==> src/rtl/uart_rx_pkg.sv <==
package uart_rx_pkg;
  localparam int DATA_W = 8;

  typedef enum logic [2:0] {
    S_IDLE, S_START, S_DATA, S_PAR, S_STOP, S_FECHK, S_BRKW
  } rx_state_t;

  typedef struct packed {
    logic [DATA_W-1:0] data;
    logic              pe;
    logic              fe;
    logic              rb;
  } rx_entry_t;
endpackage

==> src/rtl/uart_rx_sync.sv <==
module uart_rx_sync #(
  parameter int STAGES = 2
) (
  input  logic clk,
  input  logic rst_n,
  input  logic din,
  output logic dout
);
  logic [STAGES-1:0] sr;

  always_ff @(posedge clk) begin
    if (!rst_n) sr <= '1;
    else        sr <= {sr[STAGES-2:0], din};
  end

  assign dout = sr[STAGES-1];
endmodule

==> src/rtl/uart_rx_core.sv <==
module uart_rx_core
  import uart_rx_pkg::*;
#(
  parameter int OSR = 16
) (
  input  logic      clk,
  input  logic      rst_n,
  input  logic      tick,
  input  logic      rx,
  input  logic [1:0] char_len,
  input  logic      par_en,
  input  logic      par_odd,
  output logic      push,
  output rx_entry_t entry
);
  localparam int CW = $clog2(OSR);
  localparam logic [CW-1:0] MID_C  = CW'(OSR/2 - 1);
  localparam logic [CW-1:0] LAST_C = CW'(OSR - 1);

  rx_state_t         state;
  logic [CW-1:0]     cnt;
  logic [2:0]        bitn;
  logic [DATA_W-1:0] shreg;
  logic              parbit;
  logic              anyone;

  logic [2:0]        last_idx;
  logic [DATA_W-1:0] data_al;
  logic              at_mid, at_last, is_brk;

  assign last_idx = 3'd4 + {1'b0, char_len};
  assign data_al  = shreg >> (2'd3 - char_len);
  assign at_mid   = (cnt == MID_C);
  assign at_last  = (cnt == LAST_C);
  assign is_brk   = !anyone && !rx;

  assign push       = tick && (state == S_STOP) && at_last;
  assign entry.data = is_brk ? '0 : data_al;
  assign entry.pe   = !is_brk && par_en && ((^data_al ^ parbit) != par_odd);
  assign entry.fe   = !is_brk && !rx;
  assign entry.rb   = is_brk;

  always_ff @(posedge clk) begin
    if (!rst_n) begin
      state  <= S_IDLE;
      cnt    <= '0;
      bitn   <= '0;
      shreg  <= '0;
      parbit <= 1'b0;
      anyone <= 1'b0;
    end else if (tick) begin
      case (state)
        S_IDLE: if (!rx) begin
          state <= S_START;
          cnt   <= '0;
        end
        S_START: begin
          if (at_mid) begin
            cnt <= '0;
            if (!rx) begin
              state  <= S_DATA;
              bitn   <= '0;
              shreg  <= '0;
              parbit <= 1'b0;
              anyone <= 1'b0;
            end else begin
              state <= S_IDLE;
            end
          end else cnt <= cnt + 1'b1;
        end
        S_DATA: begin
          if (at_last) begin
            cnt    <= '0;
            shreg  <= {rx, shreg[DATA_W-1:1]};
            anyone <= anyone | rx;
            if (bitn == last_idx) state <= par_en ? S_PAR : S_STOP;
            else                  bitn  <= bitn + 1'b1;
          end else cnt <= cnt + 1'b1;
        end
        S_PAR: begin
          if (at_last) begin
            cnt    <= '0;
            parbit <= rx;
            anyone <= anyone | rx;
            state  <= S_STOP;
          end else cnt <= cnt + 1'b1;
        end
        S_STOP: begin
          if (at_last) begin
            cnt <= '0;
            if (rx)                state <= S_IDLE;
            else if (data_al != 0) state <= S_FECHK;
            else                   state <= S_BRKW;
          end else cnt <= cnt + 1'b1;
        end
        S_FECHK: begin
          if (at_mid) begin
            cnt   <= '0;
            state <= rx ? S_IDLE : S_START;
          end else cnt <= cnt + 1'b1;
        end
        S_BRKW: begin
          if (!rx)        cnt   <= '0;
          else if (at_mid) state <= S_IDLE;
          else            cnt   <= cnt + 1'b1;
        end
        default: state <= S_IDLE;
      endcase
    end
  end


  brk_entry_zero_chk: assert property (@(posedge clk) disable iff (!rst_n)
    (push && entry.rb) |-> (entry.data == '0 && !entry.fe && !entry.pe));


  start_qual_chk: assert property (@(posedge clk) disable iff (!rst_n)
    (state == S_DATA && $past(state) != S_DATA) |-> $past(state) == S_START);
endmodule

==> src/rtl/uart_rx_fifo.sv <==
module uart_rx_fifo #(
  parameter int W     = 11,
  parameter int DEPTH = 4
) (
  input  logic         clk,
  input  logic         rst_n,
  input  logic         push,
  input  logic [W-1:0] wdata,
  input  logic         pop_ready,
  output logic         valid,
  output logic [W-1:0] rdata,
  output logic         full
);
  localparam int AW = $clog2(DEPTH);
  localparam logic [AW:0] FULL_C = (AW+1)'(DEPTH);

  logic [W-1:0]  mem [DEPTH];
  logic [AW-1:0] wptr, rptr;
  logic [AW:0]   count;
  logic          push_acc, pop;

  assign valid    = (count != '0);
  assign full     = (count == FULL_C);
  assign push_acc = push && !full;
  assign pop      = valid && pop_ready;
  assign rdata    = mem[rptr];

  always_ff @(posedge clk) begin
    if (push_acc) mem[wptr] <= wdata;
  end

  always_ff @(posedge clk) begin
    if (!rst_n) begin
      wptr  <= '0;
      rptr  <= '0;
      count <= '0;
    end else begin
      if (push_acc) wptr <= (wptr == AW'(DEPTH-1)) ? '0 : wptr + 1'b1;
      if (pop)      rptr <= (rptr == AW'(DEPTH-1)) ? '0 : rptr + 1'b1;
      case ({push_acc, pop})
        2'b10:   count <= count + 1'b1;
        2'b01:   count <= count - 1'b1;
        default: count <= count;
      endcase
    end
  end


  no_overflow_chk: assert property (@(posedge clk) disable iff (!rst_n)
    count <= FULL_C);


  pop_drains_chk: assert property (@(posedge clk) disable iff (!rst_n)
    (pop && !push_acc) |=> count == $past(count) - 1'b1);
endmodule

==> src/rtl/uart_rx_brk.sv <==
module uart_rx_brk
  import uart_rx_pkg::*;
#(
  parameter int OSR         = 16,
  parameter int FIFO_DEPTH  = 4,
  parameter int SYNC_STAGES = 2
) (
  input  logic       clk,
  input  logic       rst_n,
  input  logic       tick,
  input  logic       rxd,
  input  logic [1:0] char_len,
  input  logic       par_en,
  input  logic       par_odd,
  input  logic       rts_en,
  input  logic       clr_ovr,
  input  logic       out_ready,
  output logic       out_valid,
  output logic [7:0] out_data,
  output logic       out_pe,
  output logic       out_fe,
  output logic       out_rb,
  output logic       fifo_full,
  output logic       ovr,
  output logic       rts
);
  localparam int EW = $bits(rx_entry_t);

  logic      rx_s;
  logic      core_push;
  rx_entry_t core_entry, head;
  logic [EW-1:0] head_bits;

  uart_rx_sync #(.STAGES(SYNC_STAGES)) u_sync (
    .clk(clk), .rst_n(rst_n), .din(rxd), .dout(rx_s)
  );

  uart_rx_core #(.OSR(OSR)) u_core (
    .clk(clk), .rst_n(rst_n), .tick(tick), .rx(rx_s),
    .char_len(char_len), .par_en(par_en), .par_odd(par_odd),
    .push(core_push), .entry(core_entry)
  );

  uart_rx_fifo #(.W(EW), .DEPTH(FIFO_DEPTH)) u_fifo (
    .clk(clk), .rst_n(rst_n), .push(core_push), .wdata(core_entry),
    .pop_ready(out_ready), .valid(out_valid), .rdata(head_bits),
    .full(fifo_full)
  );

  assign head     = rx_entry_t'(head_bits);
  assign out_data = head.data;
  assign out_pe   = head.pe;
  assign out_fe   = head.fe;
  assign out_rb   = head.rb;

  always_ff @(posedge clk) begin
    if (!rst_n)                      ovr <= 1'b0;
    else if (core_push && fifo_full) ovr <= 1'b1;
    else if (clr_ovr)                ovr <= 1'b0;
  end

  assign rts = !rts_en || (!fifo_full && !ovr);


  ovr_cause_chk: assert property (@(posedge clk) disable iff (!rst_n)
    $rose(ovr) |-> $past(core_push && fifo_full));


  pop_from_full_chk: assert property (@(posedge clk) disable iff (!rst_n)
    (fifo_full && out_ready) |=> !fifo_full);


  rts_low_when_full_chk: assert property (@(posedge clk) disable iff (!rst_n)
    (rts_en && fifo_full) |-> !rts);
endmodule

==> config.mk <==
export PLATFORM = sky130hd
export DESIGN_NAME = uart_rx_brk
export DESIGN_NICKNAME = d
export VERILOG_FILES = /design/src/rtl/uart_rx_pkg.sv /design/src/rtl/uart_rx_sync.sv /design/src/rtl/uart_rx_core.sv /design/src/rtl/uart_rx_fifo.sv /design/src/rtl/uart_rx_brk.sv
export SDC_FILE = /design/constraint.sdc
export NUM_CORES = 1
export LEC_CHECK = 0
export ABC_AREA = 1
export CAP_MARGIN = 10
export CORE_UTILIZATION = 40
export CTS_CLUSTER_SIZE = 16
export DETAILED_ROUTE_END_ITERATION = 10
export SYNTH_ARGS = -nofsm -noshare
export SYNTH_HDL_FRONTEND = slang
export SYNTH_SLANG_ARGS = --single-unit
==> constraint.sdc <==
create_clock -name clk -period 2.3 [get_ports clk]
set_input_delay 0.46 -clock clk [delete_from_list [all_inputs] [get_ports clk]]
set_output_delay 0.46 -clock clk [all_outputs]
set_load 0.02 [all_outputs]
==> run metrics <==
DP Wirelength=approximately 5.7 mm; Clock Skews=between 0.008 and 0.009 ns; total track usage=17.13%; number of flops mapped to enable cells by yosys=44; max cap viols=0; R2R Setup Slk=roughly 0.23 ns; Post-CTS Hold Fix Bufs=0; Sink Count=76; pin count of the biggest net entering global routing=17; Skew-Pair Late Insertion Delay=around 0.35 ns; reg-to-reg endpoint=u_fifo.count[2]$_SDFFE_PN0P_; first-pass GRT wire length=13.34 mm; RR Startpoint=u_core.cnt[0]$_SDFFE_PN0P_; vias in the first global route=roughly 3,000; Synth warnings=0; antenna viol nets, final=0; most used flip-flop cell after synthesis=edfxtp_1; post-synthesis register bit count=76; setup TNS=0 ns; CP Launch Type=input port; Post-Syn Area=~0.0038 sq mm; clk buf depth=2; Slew Limit Headroom=about 50%; share of cells above drive strength 1=between 15 and 20%; ant diodes=0; routed len/inst=between 10 and 15 microns; Max FO, Critical Path=7; die area=roughly 0.01 sq mm; Post-synth ARST share=0%; Via density=~5.0; io pins=26; CTS H-tree depth=3; routed wire length=7.740 mm; fill cell count=around 900; area leader, netlist=edfxtp_1; post-synthesis cell type count=34; Mapped Cells=between 400 and 500; CTS Buf Count=9; worst setup path class=input port to flip-flop; RSZ-0062 raised after global routing=false; initial antenna violation count=0; gr ovfl total=0; TritonCTS clock tree=built; Leakage=about 1.8 nW; Register-to-Register Path Depth=11; clock-pin slew on the worst setup and hold paths=roughly 0.09 ns; CP startpoint=char_len[1]; DRT Pass-1 Iters=4; Synth top area share=34.90%; Setup Viol. Count Final=0; Die W=between 90 and 100 microns; PortBufs=25; Critical Path Sink Type=flip-flop; Fin. Hold Viols=0; die height=roughly 99 microns; Seq/Total Area, Yosys=51.82%; final worst-path cycle share=around nine tenths; DRC=0; crit path DAT=approximately 2.2 ns; Worst Setup EP=u_fifo.mem[3][2]$_DFFE_PP_; pre-CTS WS=-0.5433 ns; Hold WC Path Type=flip-flop to flip-flop; Mean Syn Cell Area=between 8 and 9 sq um; routability cong.=0.8664; max-slew violation count=0; Mapped Nets=463; Critical Path RT=approximately 2.4 ns; final setup margin=0.1845 ns; Tmin final=2.115 ns; Initial Utilization=41.17%; clock root buffer master=clkbuf_8; Worst Tran Pin Value=between 0.7 and 0.8 ns; Iteration-0 DRC Markers=between 60 and 70; status=finished, final reports clean; pwr/cell area=between 700 and 800 mW/mm^2; fmax=roughly 0.47 GHz; # rows=35; vias=just over 3,000; Area contributors post-synth=edfxtp_1 35%, dfxtp_1 17%, nand2_1 7.7%, nor2_1 6.7%, o21ai_0 5.9%; synth-to-layout area growth=20.56%; VDD IR-drop max=approximately 410 uV; Core Box Area=roughly 0.009 sq mm; final net count=~520
==> metal layers <==
metal | track usage (%) | share of wire (%) | vias to the layer above
met4 | 6.561 | 0.90 | 0
li1 | - | - | 1595
met2 | 30.24 | 49 | 38
met5 | 0 | 0 | -
met1 | 20.58 | 47 | 1424
met3 | 3.443 | 2.8 | 8
==> registers in the layout, indices dropped and copies added (netlist names), named ones only <==
register,cells
ovr,1
u_core.anyone,1
u_core.bitn,3
u_core.cnt,4
u_core.parbit,1
u_core.shreg,8
u_core.state,3
u_fifo.count,3
u_fifo.mem,44
u_fifo.rptr,2
u_fifo.wptr,2
u_sync.sr,2
==> metrics by stage <==
stage | hold WS (ns) | util, % | power [W] | std cells | instance area [sq um]
global placement | 0.4034 | 47.78 | 0.002421 | 600 | 4394
global route | 0.4646 | 49.63 | 0.003544 | 616 | 4564
finish | 0.4212 | 49.63 | 0.003336 | 616 | 4564
detailed placement | 0.4052 | 47.78 | 0.002430 | 600 | 4394
floorplan | 0.3925 | - | 0.002147 | 439 | 3791
CTS | 0.4289 | 49.63 | 0.003372 | 616 | 4564
==> where the power goes <==
group / leakage (nW) / internal (W) / switching, W
clock: 0.0844 / 0.000408 / 0.000562
combinational: 1.06 / 0.000315 / 0.000525
sequential: 0.670 / 0.00148 / 0.0000455
==> how the worst min path moves through the flow <==
stage,slack (ns),from,depth (start not counted),endpoint
finish,0.42,u_sync.sr[0]$_SDFF_PN1_,1,u_sync.sr[1]$_SDFF_PN1_
global route,0.46,u_sync.sr[0]$_SDFF_PN1_,1,u_sync.sr[1]$_SDFF_PN1_
CTS,0.43,u_sync.sr[0]$_SDFF_PN1_,1,u_sync.sr[1]$_SDFF_PN1_
detailed placement,0.41,u_sync.sr[0]$_SDFF_PN1_,1,u_sync.sr[1]$_SDFF_PN1_
global placement,0.40,u_sync.sr[0]$_SDFF_PN1_,1,u_sync.sr[1]$_SDFF_PN1_
floorplan,0.39,u_sync.sr[0]$_SDFF_PN1_,1,u_sync.sr[1]$_SDFF_PN1_
==> cell type report <==
| type | instances | area, sq um | share of cell area, % |
|---|---|---|---|
| clock buffers | 9 | 123.9 | 2.714 |
| clock inverters | 7 | 60.06 | 1.316 |
| inverters | 44 | 165.2 | 3.618 |
| multi-input cells | 305 | 1585 | 34.73 |
| flip-flops and latches | 76 | 1963 | 43.01 |
| well taps | 111 | 138.9 | 3.043 |
| repair buffers | 64 | 528.0 | 11.57 |
==> worst max-delay path, cell delays in order <==
cell and delay (ns):
clkdlybuf4s50_1 0.49, inv_2 0.08, buf_4 0.14, nand2_1 0.05, o21ai_1 0.08, ha_1 0.32, xnor2_1 0.20, xnor2_1 0.17
xnor2_1 0.14, nor2_1 0.09
==> cell usage in the layout, fill, tap and decap left out, drive strengths merged, types with 11 or more instances in the layout <==
master	synthesis	final
nand2	82	82
nor2	74	74
inv	44	47
o21ai	45	45
edfxtp	44	44
buf	7	39
nand3	35	35
dfxtp	32	32
a21oi	23	23
clkdlybuf4s50	0	13
ha	12	12
dlygate4sd2	0	12
o22ai	11	11
==> cell families (layout without fill, tap and decap cells) <==
family                   Yosys count  after routing  synth area share [%]
AO/OA/AOI/OAI                     84             84                 12.10
flip-flops                        76             76                 51.82
buffers and inverters             58            124                 6.444
XOR/XNOR                           6              6                 1.388
AND/OR/NAND/NOR                  201            201                 23.50
multiplexers                       1              1                0.2644
adder cells (fa/ha/maj)           13             13                 4.494
==> cells in the mapped netlist (all sizes together), types with 4 or more instances <==
cell and number:
dfxtp 32, edfxtp 44, nand4 4, buf 7, o22ai 11, inv 44, xnor2 6, a21oi 23
nand3 35, o21ai 45, ha 12, nor2 74, clkbuf 7, nand2 82
==> repair_timing <==
action / 4_1_cts / 5_1_grt
setup buffers: 0 / 0
pin swaps: 0 / 0
setup endpoints to repair: 15 / 4
gates resized for setup: 16 / 1
No activity file was read; power rests on OpenSTA's default activity.
